--- src/rtl/pbs_pkg.sv ---
package pbs_pkg;
  localparam int SH_W  = 3;
  localparam int REG_W = 5;
  localparam int IW_W  = 32;

  // standard encoding fixed fields
  localparam logic [5:0] STD_MAJOR = 6'b011111;
  localparam logic [1:0] STD_PAD   = 2'b00;
  localparam logic [4:0] STD_SUB   = 5'b00001;
  localparam logic [5:0] STD_FUNC  = 6'b010011;

  // compact encoding fixed fields
  localparam logic [5:0] CMP_MAJOR = 6'b000000;
  localparam logic [6:0] CMP_SUB   = 7'b1100001;
  localparam logic [5:0] CMP_FUNC  = 6'b111100;

  typedef struct packed {
    logic             commit;
    logic             rsvd;
    logic             dspOff;
    logic [SH_W-1:0]  shamt;
    logic [REG_W-1:0] dest;
  } pbsStrobe_t;
endpackage

--- src/rtl/pbs_decode.sv ---
module pbs_decode
  import pbs_pkg::*;
(
  input  logic            encMode,
  input  logic            dspEnable,
  input  logic [IW_W-1:0] instrWord,
  output pbsStrobe_t      strobe,
  output logic [REG_W-1:0] srcSel
);
  logic stdHit;
  logic cmpHit;
  logic hit;

  always_comb begin
    stdHit = (instrWord[31:26] == STD_MAJOR) && (instrWord[25:24] == STD_PAD) &&
             (instrWord[10:6] == STD_SUB) && (instrWord[5:0] == STD_FUNC);
    cmpHit = (instrWord[31:26] == CMP_MAJOR) && (instrWord[12:6] == CMP_SUB) &&
             (instrWord[5:0] == CMP_FUNC);
    hit    = encMode ? cmpHit : stdHit;
  end

  always_comb begin
    strobe.commit = hit && dspEnable;
    strobe.rsvd   = !hit;
    strobe.dspOff = hit && !dspEnable;
    if (encMode) begin
      strobe.shamt = instrWord[15:13];
      strobe.dest  = instrWord[25:21];
    end else begin
      strobe.shamt = instrWord[23:21];
      strobe.dest  = instrWord[15:11];
    end
    srcSel = instrWord[20:16];
  end
endmodule

--- src/rtl/pbs_lanes.sv ---
module pbs_lanes
  import pbs_pkg::*;
#(
  parameter int LANE_W = 8,
  parameter int LANES  = 4,
  parameter int OUT_W  = 64
) (
  input  logic              clk,
  input  logic              rst,
  input  pbsStrobe_t        strobe,
  input  logic [OUT_W-1:0]  srcValue,
  output logic [OUT_W-1:0]  resData,
  output logic [REG_W-1:0]  resDest,
  output logic              resValid,
  output logic              rsvdInstr,
  output logic              dspOff
);
  localparam int PACK_W = LANE_W * LANES;
  localparam int EXT_W  = OUT_W - PACK_W;

  logic [PACK_W-1:0] shifted;
  logic [OUT_W-1:0]  fullRes;
  logic              unusedHigh;

  assign unusedHigh = ^srcValue[OUT_W-1:PACK_W];

  for (genvar ln = 0; ln < LANES; ln++) begin : g_lane
    assign shifted[ln*LANE_W +: LANE_W] = srcValue[ln*LANE_W +: LANE_W] >> strobe.shamt;
  end

  assign fullRes = {{EXT_W{shifted[PACK_W-1]}}, shifted};

  always_ff @(posedge clk) begin
    if (rst) begin
      resValid  <= 1'b0;
      rsvdInstr <= 1'b0;
      dspOff    <= 1'b0;
      resData   <= '0;
      resDest   <= '0;
    end else begin
      resValid  <= strobe.commit;
      rsvdInstr <= strobe.rsvd;
      dspOff    <= strobe.dspOff;
      if (strobe.commit) begin
        resData <= fullRes;
        resDest <= strobe.dest;
      end
    end
  end
endmodule

--- src/rtl/pbs_top.sv ---
module pbs_top
  import pbs_pkg::*;
#(
  parameter int LANE_W = 8,
  parameter int LANES  = 4,
  parameter int OUT_W  = 64
) (
  input  logic              clk,
  input  logic              rst,
  input  logic              encMode,
  input  logic              dspEnable,
  input  logic [IW_W-1:0]   instrWord,
  input  logic [OUT_W-1:0]  srcValue,
  output logic [REG_W-1:0]  srcSel,
  output logic [OUT_W-1:0]  resData,
  output logic [REG_W-1:0]  resDest,
  output logic              resValid,
  output logic              rsvdInstr,
  output logic              dspOff
);
  pbsStrobe_t strobe;

  pbs_decode u_dec (
    .encMode   (encMode),
    .dspEnable (dspEnable),
    .instrWord (instrWord),
    .strobe    (strobe),
    .srcSel    (srcSel)
  );

  pbs_lanes #(.LANE_W(LANE_W), .LANES(LANES), .OUT_W(OUT_W)) u_dp (
    .clk       (clk),
    .rst       (rst),
    .strobe    (strobe),
    .srcValue  (srcValue),
    .resData   (resData),
    .resDest   (resDest),
    .resValid  (resValid),
    .rsvdInstr (rsvdInstr),
    .dspOff    (dspOff)
  );
endmodule

--- config.mk ---
export PLATFORM = sky130hd
export DESIGN_NAME = pbs_top
export DESIGN_NICKNAME = d
export VERILOG_FILES = /design/src/rtl/pbs_pkg.sv /design/src/rtl/pbs_decode.sv /design/src/rtl/pbs_lanes.sv /design/src/rtl/pbs_top.sv
export SDC_FILE = /design/constraint.sdc
export NUM_CORES = 1
export LEC_CHECK = 0
export ABC_CLOCK_PERIOD_IN_PS = 3800
export BUFFER_PORTS_ARGS = -buffer_cell sky130_fd_sc_hd__buf_2
export CORE_ASPECT_RATIO = 0.6
export CORE_UTILIZATION = 45
export DETAILED_ROUTE_END_ITERATION = 12
export PLACE_DENSITY = 0.87
export SYNTH_ARGS = -nofsm -noshare
export SYNTH_HDL_FRONTEND = slang
export SYNTH_SLANG_ARGS = --single-unit
--- constraint.sdc ---
create_clock -name clk -period 3.8 [get_ports clk]
set_input_delay 0.76 -clock clk [delete_from_list [all_inputs] [get_ports clk]]
set_output_delay 0.76 -clock clk [all_outputs]
set_load 0.05 [all_outputs]
* Word-level counts from Yosys, hierarchy flattened
Cells that the tools add are included.
Cells by class: add/sub/neg operators 0, $mul 0, divide/modulo/power cells 0, $lt $le $gt $ge 0, equal/unequal tests 5, shifts and indexed selects 4, multiplexer cells 2, bitwise gates (word level) 0, reduce and logical (&&, ||, !) cells 11
Operator list (count):
- right shift 8 x 3 -> 8 bit | 4
- == test 6 x 5 -> 1 bit, second input constant | 2
- 2-to-1 mux 8 bit | 1
- == test 7 bit, second input constant | 1
- logical AND 1 bit | 7
- == test 6 bit, second input constant | 1
- logical NOT 6 bit | 1
- == test 5 x 1 -> 1 bit, second input constant | 1
- logical NOT 1 bit | 2
- logical NOT 2 bit | 1
- 2-to-1 mux 1 bit | 1
Storage, ports and cells: register bits after elaboration 40, latch bits 0, RAM bits 0, memory bits (read-only) 0, input bits 100, output and inout bits 77, memories kept 0

* Logic depth before layout (Yosys ltp)
Gate-level depths: netlist (run 1).
word-level depth 6, mapped depth 8, mapped depth without buffers 5

* By module
A second synthesis (run 1) with hierarchy kept.
Unflattened totals: cell total of the unflattened synthesis 288, area total of the unflattened synthesis 2731.4 um2
By module, submodules not included:
- pbs_lanes | times used 1, cells each 256, area an instance 2438.6 um2
- pbs_decode | times used 1, cells each 32, area an instance 292.8 um2

* Worst setup path before layout (run 1)
Ideal clock, no wire load.
path type input to register, start point input port instrWord[9], end point register u_dp.resData[30], data arrival time 2223 ps, slack 1506 ps, stages on the path 6, path buffers 1, cell sequence nand2b_1 -> or4_4 -> a211o_1 -> buf_6 -> or3_1 -> a21oi_1
On the way: cells in the longest elaborated chain, start to end 5, elaborated cells on any way between the ends 8, classes of those cells eq/ne (2); mux (1); reduce/logical (5)
RTL lines:
- from (decl) | RTL line pbs_top.sv:12 | input logic [IW_W-1:0] instrWord,
- == test 7 bit or == test 5 x 1 -> 1 bit (tied branches) | RTL line pbs_decode.sv:17, pbs_decode.sv:16
- logical AND 1 bit (on tied branches) | RTL line pbs_decode.sv:17, pbs_decode.sv:15
- logical AND 1 bit (on tied branches) | RTL line pbs_decode.sv:17, pbs_decode.sv:16
- 2-to-1 mux 1 bit * | RTL line pbs_decode.sv:19 | hit = encMode ? cmpHit : stdHit;
- logical AND 1 bit * | RTL line pbs_decode.sv:23 | strobe.commit = hit && dspEnable;
- to (signal assigned) | RTL line pbs_lanes.sv:45 | resData <= fullRes;
- to (decl) | RTL line pbs_lanes.sv:12 | output logic [OUT_W-1:0] resData,
Every way passes the cells marked *; elsewhere a longest branch is shown, timed or not. A chain may end at the register's enable or synchronous reset.

* Final worst setup path (run 1)
start point input port encMode, end point register u_dp.resData[18]
On the way: cells in the longest elaborated chain, start to end 2, elaborated cells on any way between the ends 4, classes of those cells shift (1); mux (2); reduce/logical (1)
RTL lines:
- from (decl) | RTL line pbs_top.sv:10 | input logic encMode,
- 2-to-1 mux 8 bit or 2-to-1 mux 1 bit (tied branches) | RTL line pbs_decode.sv:26, pbs_decode.sv:19
- right shift 8 x 3 -> 8 bit or logical AND 1 bit (tied branches) | RTL line pbs_lanes.sv:28, pbs_decode.sv:23
Parallel ways exist; a longest one is shown, timed or not.

==> metrics.md, run 1 <==
| Metric | Value |
|---|---|
| Status | `completed` |
| Min-Delay Path Depth | `2` |
| Antenna Nets Post-Route | `0` |
| CP Launch Type | `primary input` |
| Initial drt markers | `356` |
| Count of final setup violators | `0` |
| PortBufs | `134` |
| Total gr overflow | `0` |
| Syn Inst Count | `337` |
| 1st-pass router iterations | `5` |
| Nets@finish | `523` |
| Die Ht | `61.46 um` |
| Core area | `5623 um^2` |
| Share of cells above drive strength 1 | `0.3632` |
| I/O pin cnt | `177` |
| PD cells | `302.5 nW/um^2` |
| Worst-Skew Late Latency | `0.30 ns` |
| Synthesis warning total | `0` |
| Total GRT Usage | `0.2470` |
| Gr busiest metal | `met2` |
| Layout area overhead | `20.29%` |
| Syn Area/Cell | `7.867 um^2` |
| Peak VDD IR | `135.2 uV` |
| Post-layout worst setup margin | `1.098 ns` |
| Fin. Hold Viols | `0` |
| CP arrival | `2.89 ns` |
| Routability Congestion | `0.9152` |
| Seq/Total Area, Yosys | `0.3020` |
| Leak pwr | `0.001554 uW` |
| Dpl ws | `0.8211 ns` |
| Worst-path fanout max | `12` |
| Initial antenna violation count | `0` |
| HP Start | `u_dp.resData[14]$_SDFFE_PP0P_` |
| # clock sinks | `40` |
| Final std cells w/o fill | `504` |
| Multi-input gate area | `1469 um^2` |
| Fin. max-slew vios | `0` |
| Final worst path period need | `2.702 ns` |
| Distinct cell type count of the synthesized netlist | `33` |
| Cts bufs inserted | `5` |
| Root Driver | `clkbuf_8` |
| Crit. End Element | `flop` |
| Clock Skews | `0 ns` |
| Unrepaired setup endpoints after global routing | `false` |
| Worst hold slack | `0.4555 ns` |
| Area leader, netlist | `dfxtp_1` |
| Average vias per placed instance | `5.526` |
| Fillers | `542` |
| Residual DRC | `0` |
| Clock-pin slew on the worst setup and hold paths | `0.08 ns` |
| Ranking of synthesized cells by area | `dfxtp_1 30%, mux2i_1 14%, buf_4 11%, nand2_1 8.5%, a211oi_1 4.0%` |
| Max clock buf depth | `2` |
| H-tree Lvls | `2` |
| Pwr Total | `964.9 uW` |
| FFs w/ async S/R, synth | `0` |
| R2R Path Start | `u_dp.resData[31]$_SDFFE_PP0P_` |
| Post-DP HPWL | `5683 um` |
| Met3 Usage GRT | `0.08400` |
| Synth cell count leaders | `60 x nand2_1, 40 x dfxtp_1, 39 x buf_4, 36 x mux2i_1, 26 x nor2_1` |
| Largest net degree at the start of global routing | `47` |
| WL per Instance | `15.43 um` |
| Vias | `2785` |
| Row count | `21` |
| Die Wd | `101.1 um` |
| Antenna cells | `0` |
| Critical path startpoint | `encMode` |
| Final Cycle Share | `0.7109` |
| Max_cap viols | `0` |
| Fin Setup TNS | `0 ns` |
| Number of synthesized flops with an enable pin | `0` |
| Top_reg_cell synth | `dfxtp_1` |
| Hold-fix buffers, CTS | `0` |
| Reg2reg path depth | `2` |
| Syn Nets | `437` |
| Global-route wire length before repair | `11740 um` |
| #FFs+latches synth | `40` |
| Post-CTS Resized | `0` |
| Drt total wl | `7776 um` |
| Post-synth top area share | `0.3020` |
| Post-Synthesis Cell Area | `2651 um^2` |
| Initial Util | `0.4715` |
| Area of the die | `6213 um^2` |
| Worst-margin pin slew | `0.9418 ns` |
| Required time of the critical path | `3.99 ns` |
| Worst relative slew slack | `0.3722` |
| WS Path Type | `primary input to flop` |
| Top-count cell post-synth | `nand2_1` |
| # placed instances | `496` |
| Vias in the first global route | `2369` |
| Met1 usage | `0.3441` |
| Fmax | `370.2 MHz` |
| Setup bufs post-CTS | `0` |
| Met2 usage | `0.3635` |
| CTS tree | `done` |
| Worst hold path class | `flop to flop` |
| Seq. cell area | `800.8 um^2` |
kinds of logic (layout without fill, tap and decap cells):
group | after synthesis | count (layout) | share of synthesized area
flops | 40 | 40 | 0.3020
compound gates | 68 | 68 | 0.1765
simple gates | 130 | 130 | 0.2284
buf+inv | 61 | 148 | 0.1487
mux | 38 | 38 | 0.1444
sequential cells by signal, summed over array words and instances (netlist names):
name,flops
u_dp.resValid,1
u_dp.resDest,5
u_dp.dspOff,1
u_dp.resData,32
u_dp.rsvdInstr,1
worst max-delay path: stages:
cell	delay, ns
buf_2	0.29
mux2i_1	0.73
nand2b_1	0.47
nor2_1	0.23
a31oi_1	0.07
a211oi_1	0.34
stage by stage:
stage | instance area, um^2 | util
global placement | 3082 | 0.5481
finish | 3189 | 0.5672
CTS | 3189 | 0.5672
global route | 3189 | 0.5672
floorplan | 2651 | -
detailed placement | 3082 | 0.5481
cell type report:
| class | instances | share of cell area |
|---|---|---|
| multi-input cells | 236 | 0.4606 |
| flip-flops and latches | 40 | 0.2511 |
| repair buffers | 139 | 0.2220 |
| well taps | 80 | 0.03138 |
| clock buffers | 6 | 0.02275 |
| clock inverters | 2 | 0.01098 |
| inverters | 1 | 0.001177 |
where the power goes:
part,internal (uW),leakage [uW],switching [uW],total (uW)
clock network,195,0.0000552,153,348
registers,419,0.000322,0.0829,419
logic,78.9,0.00118,118,197
layout by cell type, fill, tap and decap left out, types with 2 or more instances in the layout:
cell type	synthesis	final
a211oi_1	14	14
nand4_1	2	2
nor4bb_1	2	2
o2bb2ai_1	8	8
and4b_1	2	2
mux2_2	2	2
buf_2	9	134
a311oi_1	4	4
or3_1	4	4
nand3_1	16	16
clkbuf_8	0	5
mux2i_1	36	35
buf_4	39	5
o21bai_1	3	3
dfxtp_1	40	40
nor2_1	26	26
a31oi_1	7	7
nor4b_2	2	2
a21oi_1	21	21
o22ai_1	8	8
nand2_1	60	60
nor3_1	9	9
nand2b_1	2	2
per-layer routing:
metal	up-vias	share of wire
met1	1299	0.45
li1	1338	-
met2	133	0.43
met4	0	0.015
met3	15	0.10
met5	-	0
worst paths after layout:
path / to / slack (ns)
min reg2reg: u_dp.resData[14]$_SDFFE_PP0P_ / 0.46
max reg2reg: u_dp.resData[31]$_SDFFE_PP0P_ / 2.67
max: u_dp.resData[18]$_SDFFE_PP0P_ / 1.10
min: u_dp.resData[14]$_SDFFE_PP0P_ / 0.46
(Power assumes the default switching activity.)
==> run 2, diff against run 1 <==
ABC_AREA = 1   (was not set)
ABC_CLOCK_PERIOD_IN_PS = 2750   (was 3800)
PLACE_DENSITY = 0.83   (was 0.87)
clock period = 2.75 ns   (was 3.8 ns; I/O delays follow)
==> metrics.md, run 2 <==
| Metric | Value |
|---|---|
| Status | `complete, but fails checks` |
| Violated checks | `DRC` |
| Hold-fix buffers, CTS | `0` |
| Root Driver | `clkbuf_16` |
| CTS tree | `done` |
| Area leader, netlist | `dfxtp_1` |
| PD cells | `418.2 nW/um^2` |
| CP Launch Type | `flop` |
| Worst hold slack | `0.4546 ns` |
| Synth cell count leaders | `211 x nand2_1, 105 x nor2_1, 69 x inv_1, 41 x buf_4, 40 x dfxtp_1` |
| Distinct cell type count of the synthesized netlist | `21` |
| Clock Skews | `0 ns` |
| Worst-margin pin slew | `0.7067 ns` |
| Layout area overhead | `16.94%` |
| Worst path bufs/invs | `1` |
| Drt total wl | `8284 um` |
| Most frequent cells in the layout | `211 x nand2_1, 134 x buf_2, 105 x nor2_1, 69 x inv_1, 40 x dfxtp_1` |
| Global-route wire length before repair | `13460 um` |
| Cts bufs inserted | `5` |
| Int Pwr | `1129 uW` |
| Final Cycle Share | `0.7290` |
| CP arrival | `1.45 ns` |
| #FFs+latches synth | `40` |
| Combinational fraction of design power | `0.220` |
| Required time of the critical path | `2.20 ns` |
| Top flop regs | `u_dp.resData x32, u_dp.resDest x5` |
| Unrepaired setup endpoints after global routing | `false` |
| Number of synthesized flops with an enable pin | `0` |
| H-tree Lvls | `2` |
| Top-count cell post-synth | `nand2_1` |
| Critical path's slowest cell | `dfxtp_1` |
| Fmax | `498.8 MHz` |
| Antenna cells | `0` |
| Fin Setup TNS | `0 ns` |
| Share of cells above drive strength 1 | `0.2534` |
| Initial drt markers | `193` |
| Vias in the first global route | `3204` |
| FFs w/ async S/R, synth | `0` |
| Fin. max-slew vios | `0` |
| # placed instances | `742` |
| Post-CTS Resized | `0` |
| Vias | `3592` |
| Clock-pin slew on the worst setup and hold paths | `0.06 ns` |
| Die Ht | `67.76 um` |
| Post-Synthesis Cell Area | `3243 um^2` |
| Final worst path period need | `2.005 ns` |
| Crit. End Element | `output pin` |
| Worst-Skew Late Latency | `0.28 ns` |
| I/O pin cnt | `177` |
| Nets@finish | `762` |
| Mux share of post-synthesis cell area | `0` |
| Switching share of power | `0.2879` |
| Max reg flops | `32` |
| PortBufs | `134` |
| Fin. Hold Viols | `0` |
| Post-synth top area share | `0.2469` |
| Worst-path fanout max | `34` |
| Die Wd | `111.6 um` |
| Row count | `23` |
| Largest family of logic cells by synthesized area | `simple AND/OR/NAND/NOR gates` |
| WS Path Type | `flop to output pin` |
| Peak VDD IR | `234.6 uV` |
| Syn Nets | `679` |
| Clock power share | `0.411` |
| Average vias per placed instance | `4.789` |
| Post-Synth Simple-Gate Area | `0.4491` |
| Residual DRC | `9` |
| Seq/Total Area, Yosys | `0.2469` |
| Setup bufs post-CTS | `0` |
| Sequential share of power | `0.369` |
| Antenna Nets Post-Route | `0` |
| 1st-pass router iterations | `8` |
| Max clock buf depth | `2` |
| Psw | `456.6 uW` |
| Top_reg_cell synth | `dfxtp_1` |
| Cells along the critical path | `buf_2` |
| Post-Synth XOR/XNOR Area | `0` |
| Dpl ws | `0.4721 ns` |
| Largest net degree at the start of global routing | `51` |
| Family with the most delay on the worst path | `flip-flops` |
| WL per Instance | `11.05 um` |
| Initial antenna violation count | `0` |
| Initial Util | `0.4755` |
| Ranking of synthesized cells by area | `dfxtp_1 25%, nand2_1 24%, nor2_1 12%, buf_4 9.5%, inv_1 8.0%` |
| Total GRT Usage | `0.2220` |
| Most common library cell in the layout ignoring fill and taps | `nand2_1` |
| # clock sinks | `40` |
| Syn Inst Count | `579` |
| Final Util | `0.5560` |
| Post-DP HPWL | `6439 um` |
| Routability Congestion | `0.8336` |
| Max_cap viols | `0` |
| Final std cells w/o fill | `750` |
| Syn Area/Cell | `5.601 um^2` |
| Worst hold path class | `primary input to flop` |
| Post-layout worst setup margin | `0.7453 ns` |
| Biggest register | `u_dp.resData` |
| Leak pwr | `0.002390 uW` |
| Count of final setup violators | `0` |
| Total gr overflow | `0` |
| Synthesis warning total | `0` |
| CP max stage delay | `0.77 ns` |
| Worst relative slew slack | `0.5282` |
| Compound-Gate Fraction of Synth Area | `0.08295` |
| Adder-cell share of the synthesized area | `0` |
| Core area | `6820 um^2` |
| Area of the die | `7562 um^2` |
[run 2: path summary, 6_finish.rpt]
path,slack (ns),cells past startpoint,from,to
setup reg to reg,1.69,2,u_dp.resData[31]$_SDFFE_PP0P_,u_dp.resData[31]$_SDFFE_PP0P_
hold reg to reg,0.48,2,u_dp.resData[23]$_SDFFE_PP0P_,u_dp.resData[23]$_SDFFE_PP0P_
hold / removal,0.45,2,rst,u_dp.resValid$_SDFF_PP0_
setup / recovery,0.75,1,u_dp.resData[31]$_SDFFE_PP0P_,resData[59]
[run 2: power by group through the flow]
stage                     logic (uW)  registers, uW  clock network, uW
final                            349            585                652
after global routing             392            584                689
after CTS                        348            585                659
after detailed placement         347            597                  0
after global placement           335            597                  0
after floorplan                  270            608                  0
[run 2: per-layer routing]
| metal | GRT usage | share of wire | vias to the layer above |
|---|---|---|---|
| li1 | - | - | 1875 |
| met1 | 0.2492 | 0.43 | 1601 |
| met2 | 0.4297 | 0.49 | 107 |
| met3 | 0.06104 | 0.068 | 9 |
| met4 | 0.04730 | 0.0087 | 0 |
| met5 | 0 | 0 | - |
[run 2: logic make-up (layout without fill, tap and decap cells)]
family          Yosys count  count (layout)
simple gates            365             365
buf+inv                 136             220
flops                    40              40
compound gates           38              38
[run 2: cell type report]
type | count | area, um^2
clock buffers | 6 | 128.9
clock inverters | 2 | 35.03
fillers | 686 | 3028
inverters | 71 | 266.5
multi-input cells | 403 | 1729
flip-flops and latches | 40 | 800.8
well taps | 87 | 108.9
repair buffers | 141 | 723.2
[run 2: stage by stage]
| stage | power (uW) | area (um^2) |
|---|---|---|
| global route | 1665 | 3792 |
| floorplan | 878.6 | 3243 |
| detailed placement | 943.8 | 3628 |
| finish | 1586 | 3792 |
| CTS | 1592 | 3792 |
| global placement | 931.9 | 3628 |
==> run 3, diff against run 2 <==
ABC_CLOCK_PERIOD_IN_PS = 1800   (was 2750)
CORE_UTILIZATION = 41   (was 45)
PLACE_DENSITY = 0.79   (was 0.83)
clock period = 1.8 ns   (was 2.75 ns; I/O delays follow)
==> metrics.md, run 3 (synthesized netlist as in run 2, its figures left out) <==
| Metric | Value |
|---|---|
| Biggest register | `u_dp.resData` |
| Initial antenna violation count | `0` |
| Die Wd | `116.8 um` |
| Nets@finish | `769` |
| Fin. Hold Viols | `0` |
| Drt total wl | `8275 um` |
| Initial drt markers | `161` |
| PD cells | `624.7 nW/um^2` |
| Antenna Nets Post-Route | `0` |
| Final Cycle Share | `0.9083` |
| Global-route wire length before repair | `13250 um` |
| Total GRT Usage | `0.2000` |
| H-tree Lvls | `2` |
| # clock sinks | `40` |
| Min-Delay Path Depth | `2` |
| Pwr Total | `2447 uW` |
| Reg2reg path depth | `2` |
| Family with the most delay on the worst path | `compound AO/OA/AOI/OAI gates` |
| Area of the die | `8281 um^2` |
| Levels on crit path | `8` |
| Residual DRC | `0` |
| Post-layout worst setup margin | `0.1651 ns` |
| Average vias per placed instance | `4.614` |
| PortBufs | `134` |
| Clock Skews | `0 ns` |
| Vias in the first global route | `3136` |
| Largest net degree at the start of global routing | `39` |
| Worst relative slew slack | `0.4491` |
| Leak pwr | `0.002445 uW` |
| Max reg flops | `32` |
| Fin Setup TNS | `0 ns` |
| 1st-pass router iterations | `7` |
| Worst-Skew Late Latency | `0.28 ns` |
| Peak VDD IR | `454.5 uV` |
| Worst-margin pin slew | `0.8232 ns` |
| Layout area overhead | `20.79%` |
| Dpl ws | `-0.1109 ns` |
| Root Driver | `clkbuf_16` |
| Worst hold path class | `primary input to flop` |
| Count of final setup violators | `0` |
| Max clock buf depth | `2` |
| WL per Instance | `10.69 um` |
| Top flop regs | `u_dp.resData x32, u_dp.resDest x5` |
| CTS tree | `done` |
| Worst path bufs/invs | `2` |
| Antenna cells | `0` |
| Fillers | `811` |
| Clock-pin slew on the worst setup and hold paths | `0.06 ns` |
| Unrepaired setup endpoints after global routing | `false` |
| CP arrival | `1.81 ns` |
| I/O pin cnt | `177` |
| CP max stage delay | `0.67 ns` |
| Cells along the critical path | `buf_2 > inv_1 > o21ai_4 > o21ai_0 > nand2_1 > nor2_1 > nor2_1 > nor2_1` |
| Final worst path period need | `1.635 ns` |
| Most common library cell in the layout ignoring fill and taps | `nand2_1` |
| Critical path's slowest cell | `o21ai_4` |
| Setup bufs post-CTS | `0` |
| Core area | `7447 um^2` |
| WS Path Type | `primary input to flop` |
| Max_cap viols | `0` |
| Total gr overflow | `0` |
| Die Ht | `70.89 um` |
| Cts bufs inserted | `5` |
| Post-DP HPWL | `6446 um` |
| Most frequent cells in the layout | `211 x nand2_1, 134 x buf_2, 105 x nor2_1, 69 x inv_1, 39 x dfxtp_1` |
| Crit. End Element | `flop` |
| Vias | `3571` |
| Routability Congestion | `0.8741` |
| Initial Util | `0.4355` |
| CP Launch Type | `primary input` |
| Most frequent CP cell | `nor2_1` |
| Fin. max-slew vios | `0` |
| Row count | `24` |
| Status | `completed` |
| Share of cells above drive strength 1 | `0.2627` |
| Worst-path fanout max | `35` |
| Fmax | `611.6 MHz` |
| Final Util | `0.5260` |
| Required time of the critical path | `1.97 ns` |
-- run 3: worst paths after layout --
kind,startpoint,endpoint,slack [ns]
worst min register to register,u_dp.resData[5]$_SDFFE_PP0P_,u_dp.resData[5]$_SDFFE_PP0P_,0.49
worst max-delay path,instrWord[14],u_dp.resData[13]$_SDFFE_PP0P_,0.17
worst max register to register,u_dp.resData[31]$_SDFFE_PP0P_,u_dp.resData[31]$_SDFFE_PP0P_,0.95
worst min-delay path,rst,u_dp.resValid$_SDFF_PP0_,0.26
-- run 3: repair_timing --
action                     CTS  global route
resized for setup            0             0
hold buffers                 0             0
setup endpoints to repair    0             1
-- run 3: stage by stage --
stage | hold slack (ns) | instances | area (um^2)
after floorplan | 0.4324 | 579 | 3244
after global placement | 0.4671 | 766 | 3754
after detailed placement | 0.4800 | 766 | 3754
after CTS | 0.2606 | 774 | 3918
after global routing | 0.2655 | 774 | 3918
final | 0.2634 | 774 | 3918
-- run 3: area by class of cell --
type	instances	area (um^2)	area share
sequential	40	802.0	0.2047
inverter	71	266.5	0.06803
multi-input combinational	403	1729	0.4414
timing repair buffer	148	825.8	0.2108
clock buffer	6	128.9	0.03290
tap	104	130.1	0.03322
clock inverter	2	35.03	0.008943
-- run 3: metal layers --
metal / up-vias / track usage / part of all wire
met5: - / 0 / 0
met4: 0 / 0.03938 / 0.0062
met3: 8 / 0.05656 / 0.077
met2: 105 / 0.3544 / 0.47
met1: 1561 / 0.2419 / 0.44
li1: 1897 / - / -
-- run 3: power by group --
part | switching, uW | leakage, uW | internal, uW | total (uW)
Sequential | 2.44 | 0.000323 | 890 | 893
Clock | 344 | 0.0000808 | 652 | 996
Combinational | 354 | 0.00204 | 204 | 559
Total | 701 | 0.00244 | 1750 | 2450
